--- config.mk ---
export PLATFORM = sky130hd
export DESIGN_NAME = dp_inner_product
export DESIGN_NICKNAME = d
export VERILOG_FILES = /design/src/rtl/dp_pkg.sv /design/src/rtl/dp_digit_mul.sv /design/src/rtl/dp_csa42.sv /design/src/rtl/dp_cla.sv /design/src/rtl/dp_inner_product.sv
export SDC_FILE = /design/constraint.sdc
export NUM_CORES = 2
export LEC_CHECK = 0
export BUFFER_PORTS_ARGS = -buffer_cell sky130_fd_sc_hd__buf_2
export CELL_PAD_IN_SITES_DETAIL_PLACEMENT = 0
export CELL_PAD_IN_SITES_GLOBAL_PLACEMENT = 1
export CORE_MARGIN = 2
export CORE_UTILIZATION = 56
export DETAILED_ROUTE_END_ITERATION = 12
export PLACE_DENSITY_LB_ADDON = 0.1
export SETUP_SLACK_MARGIN = 0.3
export SLEW_MARGIN = 20
export SYNTH_ARGS = -nofsm -noshare
export SYNTH_HDL_FRONTEND = slang
export SYNTH_SLANG_ARGS = --single-unit
--- constraint.sdc ---
create_clock -name clk -period 21.9 [get_ports clk]
set_input_delay 3.285 -clock clk [delete_from_list [all_inputs] [get_ports clk]]
set_output_delay 3.285 -clock clk [all_outputs]
set_load 0.03 [all_outputs]
--- src/rtl/dp_pkg.sv ---
package dp_pkg;
    // Default geometry: pairs, word length, digit width
    localparam int unsigned DP_PAIRS = 4;
    localparam int unsigned DP_WORD  = 16;
    localparam int unsigned DP_DIGIT = 4;

    // Correction for the inverted mixed-sign bits, summed over all pairs
    function automatic longint dp_correction(input int unsigned pairs, input int unsigned word);
        longint per_pair;
        per_pair = (longint'(1) <<< word) - (longint'(1) <<< (2 * word - 1));
        return longint'(pairs) * per_pair;
    endfunction
endpackage

--- src/rtl/dp_digit_mul.sv ---
module dp_digit_mul #(
    parameter int unsigned B    = 16,
    parameter int unsigned DIG  = 4,
    parameter int unsigned RIDX = 0,
    localparam int unsigned DW  = B + DIG
) (
    input  logic [DIG-1:0] udig,
    input  logic [B-1:0]   vword,
    output logic [DW-1:0]  sum_w,
    output logic [DW-1:0]  car_w
);
    logic [DW-1:0] rows [DIG];

    // Partial-product rows; mixed sign pairs are inverted
    always_comb begin
        for (int i = 0; i < DIG; i++) begin
            rows[i] = '0;
            for (int j = 0; j < B; j++) begin
                logic usgn, vsgn, pp;
                usgn = ((RIDX * DIG + i) == (B - 1));
                vsgn = (j == (B - 1));
                pp   = udig[i] & vword[j];
                rows[i][i+j] = (usgn ^ vsgn) ? ~pp : pp;
            end
        end
    end

    // Carry-save reduction of the rows, no final adder
    always_comb begin
        logic [DW-1:0] s, c, ns, nc;
        s = rows[0];
        c = rows[1];
        for (int i = 2; i < DIG; i++) begin
            ns = s ^ c ^ rows[i];
            nc = ((s & c) | (s & rows[i]) | (c & rows[i])) << 1;
            s  = ns;
            c  = nc;
        end
        sum_w = s;
        car_w = c;
    end
endmodule

--- src/rtl/dp_csa42.sv ---
module dp_csa42 #(
    parameter int unsigned W = 35
) (
    input  logic [W-1:0] a,
    input  logic [W-1:0] b,
    input  logic [W-1:0] c,
    input  logic [W-1:0] d,
    output logic [W-1:0] s,
    output logic [W-1:0] cy
);
    logic [W-1:0] s1, c1;

    // First row: the slow xor path feeds the carry input of the second row
    always_comb begin
        s1 = a ^ b ^ c;
        c1 = ((a & b) | (a & c) | (b & c)) << 1;
        s  = s1 ^ d ^ c1;
        cy = ((s1 & d) | (s1 & c1) | (d & c1)) << 1;
    end
endmodule

--- src/rtl/dp_cla.sv ---
module dp_cla #(
    parameter int unsigned WIDTH = 35,
    parameter int unsigned GRP   = 4,
    localparam int unsigned NG   = (WIDTH + GRP - 1) / GRP
) (
    input  logic [WIDTH-1:0] a,
    input  logic [WIDTH-1:0] b,
    output logic [WIDTH-1:0] sum
);
    logic [WIDTH-1:0] g, p, cb;
    logic [NG-1:0]    cg;

    always_comb begin
        logic gg, pp, cc;
        g = a & b;
        p = a ^ b;
        cg = '0;
        // Group generate/propagate and carries between groups
        for (int k = 0; k < NG - 1; k++) begin
            gg = 1'b0;
            pp = 1'b1;
            for (int m = 0; m < GRP; m++) begin
                if (k * GRP + m < WIDTH) begin
                    gg = g[k*GRP+m] | (p[k*GRP+m] & gg);
                    pp = pp & p[k*GRP+m];
                end
            end
            cg[k+1] = gg | (pp & cg[k]);
        end
        // Bit carries inside each group
        cb = '0;
        for (int k = 0; k < NG; k++) begin
            cc = cg[k];
            for (int m = 0; m < GRP; m++) begin
                if (k * GRP + m < WIDTH) begin
                    cb[k*GRP+m] = cc;
                    cc = g[k*GRP+m] | (p[k*GRP+m] & cc);
                end
            end
        end
        sum = p ^ cb;
    end
endmodule

--- src/rtl/dp_inner_product.sv ---
module dp_inner_product #(
    parameter int unsigned NP  = dp_pkg::DP_PAIRS,
    parameter int unsigned B   = dp_pkg::DP_WORD,
    parameter int unsigned DIG = dp_pkg::DP_DIGIT,
    localparam int unsigned K      = B / DIG,
    localparam int unsigned W      = 2 * B + $clog2(NP) + 1,
    localparam int unsigned DW     = B + DIG,
    localparam int unsigned NWORDS = 2 * NP * K,
    localparam int unsigned LV     = $clog2(NWORDS) - 1,
    localparam int unsigned NNODE  = 2 * NWORDS - 2
) (
    input  logic                  clk,
    input  logic                  rst_n,
    input  logic [NP-1:0][B-1:0]  coef,
    input  logic [NP-1:0][B-1:0]  data,
    output logic signed [W-1:0]   result
);
    localparam longint CORR_L = dp_pkg::dp_correction(NP, B);
    localparam logic [W-1:0] CORR = W'(CORR_L);

    typedef struct packed {
        logic signed [W-1:0] result;
    } state_t;

    state_t st_d, st_q;

    // Flat node array: level 0 holds the weighted digit words, each
    // compressor level appends half as many words after it
    logic [W-1:0] node [NNODE];

    for (genvar gp = 0; gp < NP; gp++) begin : g_pair
        for (genvar gr = 0; gr < K; gr++) begin : g_digit
            logic [DW-1:0] ds, dc;
            dp_digit_mul #(.B(B), .DIG(DIG), .RIDX(gr)) u_mul (
                .udig  (coef[gp][gr*DIG +: DIG]),
                .vword (data[gp]),
                .sum_w (ds),
                .car_w (dc)
            );
            assign node[2*(gp*K+gr)]   = W'(ds) << (gr * DIG);
            assign node[2*(gp*K+gr)+1] = W'(dc) << (gr * DIG);
        end
    end

    for (genvar lv = 0; lv < LV; lv++) begin : g_lvl
        localparam int unsigned BI = 2 * NWORDS - ((2 * NWORDS) >> lv);
        localparam int unsigned BO = 2 * NWORDS - ((2 * NWORDS) >> (lv + 1));
        for (genvar c = 0; c < (NWORDS >> (lv + 2)); c++) begin : g_cmp
            dp_csa42 #(.W(W)) u_cmp (
                .a  (node[BI+4*c]),
                .b  (node[BI+4*c+1]),
                .c  (node[BI+4*c+2]),
                .d  (node[BI+4*c+3]),
                .s  (node[BO+2*c]),
                .cy (node[BO+2*c+1])
            );
        end
    end

    // Fold the correction constant in one carry-save row, then one adder
    logic [W-1:0] fx, fy, fsum;

    always_comb begin
        fx = node[NNODE-2] ^ node[NNODE-1] ^ CORR;
        fy = ((node[NNODE-2] & node[NNODE-1]) | (node[NNODE-2] & CORR)
              | (node[NNODE-1] & CORR)) << 1;
    end

    dp_cla #(.WIDTH(W), .GRP(DIG)) u_cla (
        .a   (fx),
        .b   (fy),
        .sum (fsum)
    );

    always_comb begin
        st_d = st_q;
        st_d.result = $signed(fsum);
    end

    always_ff @(posedge clk) begin
        if (!rst_n) begin
            st_q <= '0;
        end else begin
            st_q <= st_d;
        end
    end

    assign result = st_q.result;
endmodule

# ---- Word-level counts from Yosys, hierarchy flattened
# Index checks and enable logic that the tools add are counted.
dict set report op_classes {
  bitwise_logic 1715
}
# operator count
set ops {}
lappend ops {{$or A34 B34 Y34} 54}
lappend ops {{$and A34 B34 Y34} 52}
lappend ops {{$xor A35 B35 Y35} 39}
lappend ops {{$and A1 B1 Y1} 1099}
lappend ops {{$and A19 B19 Y19} 48}
lappend ops {{$or A19 B19 Y19} 48}
lappend ops {{$xor A20 B20 Y20} 20}
lappend ops {{$xor A20 B19 Y20} 16}
lappend ops {{$or A19 B18 Y19} 16}
lappend ops {{$and A16 B18 Y18} 16}
lappend ops {{$and A17 B18 Y18} 16}
lappend ops {{$xor A17 B18 Y18} 16}
lappend ops {{$and A16 B17 Y17} 16}
lappend ops {{$xor A16 B17 Y17} 16}
lappend ops {{$and A28 B32 Y32} 8}
lappend ops {{$and A20 B24 Y24} 8}
lappend ops {{$xor A35 B24 Y35} 4}
lappend ops {{$xor A35 B32 Y35} 4}
lappend ops {{$and A24 B34 Y34} 4}
lappend ops {{$and A32 B34 Y34} 4}
lappend ops {{$and A34 B24 Y34} 4}
lappend ops {{$and A34 B32 Y34} 4}
lappend ops {{$or A34 B24 Y34} 4}
lappend ops {{$or A34 B32 Y34} 4}
lappend ops {{8 further kinds} 195}
dict set report totals {
  out_inout_bits 35
  inputBits 130
  reg_bits 35
  wordCells 1716
}

# ---- Logic depth before layout (Yosys ltp)
dict set report logic_depth {
  ltp_word 61
  depth_mapped 35
  depth_no_buf 34
}

# ---- Hierarchy
# From an unflattened synthesis, not the netlist that was laid out.
dict set report hier_totals {
  cells_unflattened 3469
  area_unflattened_um2 41324.6
}
# mod area_per_inst_um2 seq_area_each_um2 cells_each n_inst
set by_module_without_submodules {}
lappend by_module_without_submodules {dp_csa42 1405.1 0.0 73 15}
lappend by_module_without_submodules {{dp_digit_mul at g_pair[0].g_digit[0].u_mul ...} 1104.8 0.0 134 12}
lappend by_module_without_submodules {{dp_digit_mul at g_pair[0].g_digit[3].u_mul ...} 1066.0 0.0 134 3}
lappend by_module_without_submodules {dp_inner_product 1446.4 700.7 117 1}
lappend by_module_without_submodules {dp_cla 1278.7 0.0 113 1}
lappend by_module_without_submodules {{dp_digit_mul at g_pair[2].g_digit[3].u_mul} 1067.3 0.0 134 1}

# ---- Least setup slack after synthesis
# OpenSTA, ideal clock, no wires.
dict set report synth_path {
  kind {input port to flip-flop}
  from {input port data[54] in the netlist's numbering}
  to {register st_q, in the netlist result[31]}
  path_stages 35
  setup_slack_ns 10.138
  arrival_ns 11.647
  required_time_ns 21.785
  n_path_buf 1
  setup_ns 0.115
  path_cell_list {clkbuf_1 > and2_1 > fa_1 > fa_1 > inv_1 > fa_1 > inv_1 > fa_1 > inv_1 > fa_1 > inv_1 > fa_1 > inv_1 > fa_1 > inv_1 > fa_1 > inv_1 > fa_1 > inv_1 > fa_1 > inv_1 > ha_1 > inv_1 > ha_1 > nand2_1 > o21ai_1 > a21oi_1 > nand2_1 > a31o_1 > a21boi_1 > fa_1 > fa_1 > fa_1 > xnor2_1 > and2_1}
}
dict set report synth_between {
  elab_chain_len 50
  elab_cells_between_ends 216
  classes_between {bitwise (216)}
}
# element line
set synth_lines {}
lappend synth_lines {{start, declared} dp_inner_product.sv:15} ;# input logic [NP-1:0][B-1:0] data,
lappend synth_lines {{$and A1 B1 Y1} dp_digit_mul.sv:22} ;# pp = udig[i] & vword[j];
lappend synth_lines {{$and A16 B17 Y17, or another cell as far along} dp_digit_mul.sv:35} ;# nc = ((s & c) | (s & rows[i]) | (c & rows[i])) << 1;
lappend synth_lines {{$or A19 B19 Y19 or $xor A17 B18 Y18 (tied branches)} {dp_digit_mul.sv:35, dp_digit_mul.sv:34}}
lappend synth_lines {{$or A19 B18 Y19 or $and A19 B19 Y19 (tied branches)} dp_digit_mul.sv:35}
lappend synth_lines {{$and A19 B19 Y19, or another cell as far along} dp_digit_mul.sv:35}
lappend synth_lines {{$or A19 B19 Y19 or $xor A20 B19 Y20 (tied branches)} {dp_digit_mul.sv:35, dp_digit_mul.sv:34}}
lappend synth_lines {{$or A19 B19 Y19, or another cell as far along} dp_digit_mul.sv:35}
lappend synth_lines {{$and A20 B20 Y20, or another cell as far along} dp_csa42.sv:16} ;# c1 = ((a & b) | (a & c) | (b & c)) << 1;
lappend synth_lines {{[... 34 more ...]} n/a}
lappend synth_lines {{$or A1 B1 Y1 *} dp_cla.sv:28} ;# cg[k+1] = gg | (pp & cg[k]);
lappend synth_lines {{$and A1 B1 Y1 *} dp_cla.sv:37} ;# cc = g[k*GRP+m] | (p[k*GRP+m] & cc);
lappend synth_lines {{$or A1 B1 Y1 *} dp_cla.sv:37}
lappend synth_lines {{$and A1 B1 Y1 *} dp_cla.sv:37}
lappend synth_lines {{$or A1 B1 Y1 *} dp_cla.sv:37}
lappend synth_lines {{$and A1 B1 Y1 *} dp_cla.sv:37}
lappend synth_lines {{$or A1 B1 Y1 *} dp_cla.sv:37}
lappend synth_lines {{$xor A35 B35 Y35 *} dp_cla.sv:41} ;# sum = p ^ cb;
lappend synth_lines {{end signal, assigned} dp_inner_product.sv:84} ;# st_q <= st_d;
lappend synth_lines {{end, declared} dp_inner_product.sv:25} ;# state_t st_d, st_q;
# Mark *: on every way between the ends. The rest lies on a longest branch, timed or not.
# A chain may end at the register's enable or synchronous reset.

# ---- Worst setup path in the final report
dict set report layout_path {
  from {input port coef[62] in the netlist's numbering}
  to {register st_q, in the netlist result[31]}
}
dict set report layout_between {
  elab_chain_len 44
  elab_cells_between_ends 132
  classes_between {bitwise (132)}
}
# element line
set layout_lines {}
lappend layout_lines {{start, declared} dp_inner_product.sv:14} ;# input logic [NP-1:0][B-1:0] coef,
lappend layout_lines {{$and A1 B1 Y1} dp_digit_mul.sv:22}
lappend layout_lines {{$and A16 B18 Y18} dp_digit_mul.sv:35}
lappend layout_lines {{$or A19 B19 Y19} dp_digit_mul.sv:35}
lappend layout_lines {{$or A19 B18 Y19} dp_digit_mul.sv:35}
lappend layout_lines {{$xor A20 B20 Y20} dp_digit_mul.sv:34} ;# ns = s ^ c ^ rows[i];
lappend layout_lines {{$xor A20 B19 Y20} dp_digit_mul.sv:34}
lappend layout_lines {{$and A28 B32 Y32} dp_csa42.sv:16}
lappend layout_lines {{$or A34 B34 Y34} dp_csa42.sv:16}
lappend layout_lines {{[... 28 more ...]} n/a}
lappend layout_lines {{$or A1 B1 Y1} dp_cla.sv:28}
lappend layout_lines {{$and A1 B1 Y1} dp_cla.sv:37}
lappend layout_lines {{$or A1 B1 Y1} dp_cla.sv:37}
lappend layout_lines {{$and A1 B1 Y1} dp_cla.sv:37}
lappend layout_lines {{$or A1 B1 Y1} dp_cla.sv:37}
lappend layout_lines {{$and A1 B1 Y1} dp_cla.sv:37}
lappend layout_lines {{$or A1 B1 Y1} dp_cla.sv:37}
lappend layout_lines {{$xor A35 B35 Y35 *} dp_cla.sv:41}
# Marked as above.

==> flow_summary.yaml <==
outcome:
  status: "finished, final reports clean"
floorplan:
  num_io_pins: 165
  core_um2: 60020
  die_w_um: 249.7
  die_h_um: 249.7
  initial_utilization: 0.5631
  die_area_um2: 62340
  rows: 90
worst_setup_path:
  crit_path_frequent_cell: "fa_1"
  crit_path_max_fanout: 16
  critPathBufInv: 11
  cp_slowest_cell: "fa_1"
  worst_ep_arrival_time_ns: 12.34
  crit_start: "coef[62]"
  max_stage_delay_ns: 0.54
  path_delay_family: "adder cells"
  crit_type: "in -> reg"
  startpoint_type: "input port"
  worst_ep_required_time_ns: 22.11
  endpoint_kind: "flop"
global_route:
  antenna_found_initial: 0
  grt_pass1_vias: 25920
  groute.usage.overall: 0.2925
  grt_max_degree: 36
  grt_pass1_wl_um: 140800
  grt_overflow: 0
routing:
  vias_per_cell: 5.158
  drt-total-wl_um: 84050
  drt-initial-drc-count: 984
  dr.pass1.iters: 7
  dr_total_vias: 22440
  wire_per_inst_um: 19.32
  route.detailed.drc: 0
  antenna_left: 0
clock_tree:
  htreeDepth: 2
  path_clk_slew_ns: 0.08
  cts_buffers: 5
  cts_tree: "built"
  postCtsHoldBufs: 0
  cts.repair.resized: 0
  ctsLongestPathBuffers: 2
  cts-root-buf: "clkbuf_16"
  cts_setup_buffers: 0
  cts.sinks: 35
synthesis:
  synth-main-ff-cell: "dfxtp_1"
  yosys_warnings: 0
  async_flop_share: 0
  synth_edf_count: 0
  ys_types: 27
  synth.most_common_cell: "inv_1"
  seq_area_frac_synth: 0.02073
  synth_area_per_cell_um2: 9.572
  synthTopCellsByCount: "1001 x inv_1, 983 x fa_1, 597 x and2_1"
  yosys_register_bits: 35
  syn-num-nets: 4906
  synth_top_area_share: 0.5822
  synthCells: 3531
  synth.area.top_cells: "fa_1 58%, inv_1 11%, and2_1 11%, ha_1 9.7%, nand2_1 5.0%"
  yosysTopAreaCell: "fa_1"
  syn_area_um2: 33800
final_layout:
  largest_reg_flops: 35
  regArea_um2: 700.7
  n_antenna_cell: 0
  syn_to_final_growth_pct: 4.242
  drive_gt1_frac: 0.05017
  fillerInstances: 5400
  nets: 4942
  multiInputGateArea_um2: 28840
run:
  cap_violations: 0
hold_path:
  hp-class: "in -> reg"
  hp-start: "rst_n"
timing:
  hold_viol: 0
  period_needed_ns: 12.13
  fmax_ghz: 0.08244
  fin_crit_sh: 0.5539
  slew_viol_final: 0
  rsz0062_at_grt: "false"
  slew_headroom: 0.6129
  max_slew.worst_pin.slew_ns: 0.5806
  setup_viol_count_final: 0
  fin_setup_tns_ns: 0
placement:
  gp_congestion: 0.9418
  io_buffers: 164
  hpwlAfterDp_um: 72570
## cells by family (layout without fill, tap and decap cells)
group	Yosys count	count (layout)	synth area share
fa+ha+maj	1245	1245	0.6792
simple gates	1075	1075	0.1658
compound gates	32	32	0.006071
xor+xnor	8	8	0.002073
buf+inv	1136	1173	0.1262
flops	35	35	0.02073
## cell type report
| class | count | share of cell area |
|---|---|---|
| clock inverter | 2 | 0.0003551 |
| clock buffer | 6 | 0.003658 |
| tap | 782 | 0.02777 |
| timing repair buffer | 164 | 0.02330 |
| inverter | 1001 | 0.1066 |
| sequential | 35 | 0.01989 |
| multi-input combinational | 2360 | 0.8184 |
## cell usage in the layout, fill, tap and decap left out, drive strengths merged
master,instances
a21oi,12
dfxtp,35
a21boi,1
nor3,1
clkinv,1
and4,2
fa,983
ha,262
a21o,6
xor2,1
nor2,5
a31o,1
nor2b,20
and2,597
clkinvlp,1
o21bai,1
nand2,448
a31oi,3
nand3,1
a211oi,1
clkbuf,6
inv,1001
nand2b,1
xnor2,7
o21ai,7
buf,164
## per-stage QoR
stage	utilization	setup slack (ns)	hold WS [ns]	cell area, um^2	instances
after floorplan	-	10.14	3.413	33800	3531
after global placement	0.5847	9.568	3.720	35090	4342
after global routing	0.5870	9.400	3.576	35230	4350
after detailed placement	0.5847	9.457	3.719	35090	4342
after CTS	0.5870	9.777	3.520	35230	4350
final	0.5870	9.769	3.543	35230	4350
## worst paths after layout
check | to | cells past startpoint
max | result[31]$_SDFF_PN0_ | 35
min | result[24]$_SDFF_PN0_ | 2
## per-layer routing
layer  track usage  routed length (um)
met3       0.04620                4453
met1        0.4058               35910
met4       0.06317                2074
met2        0.4904               41610
met5             0                   0
Power is not shown: default switching activity piles up to over one toggle a cycle in this logic, so the estimate is an artifact.
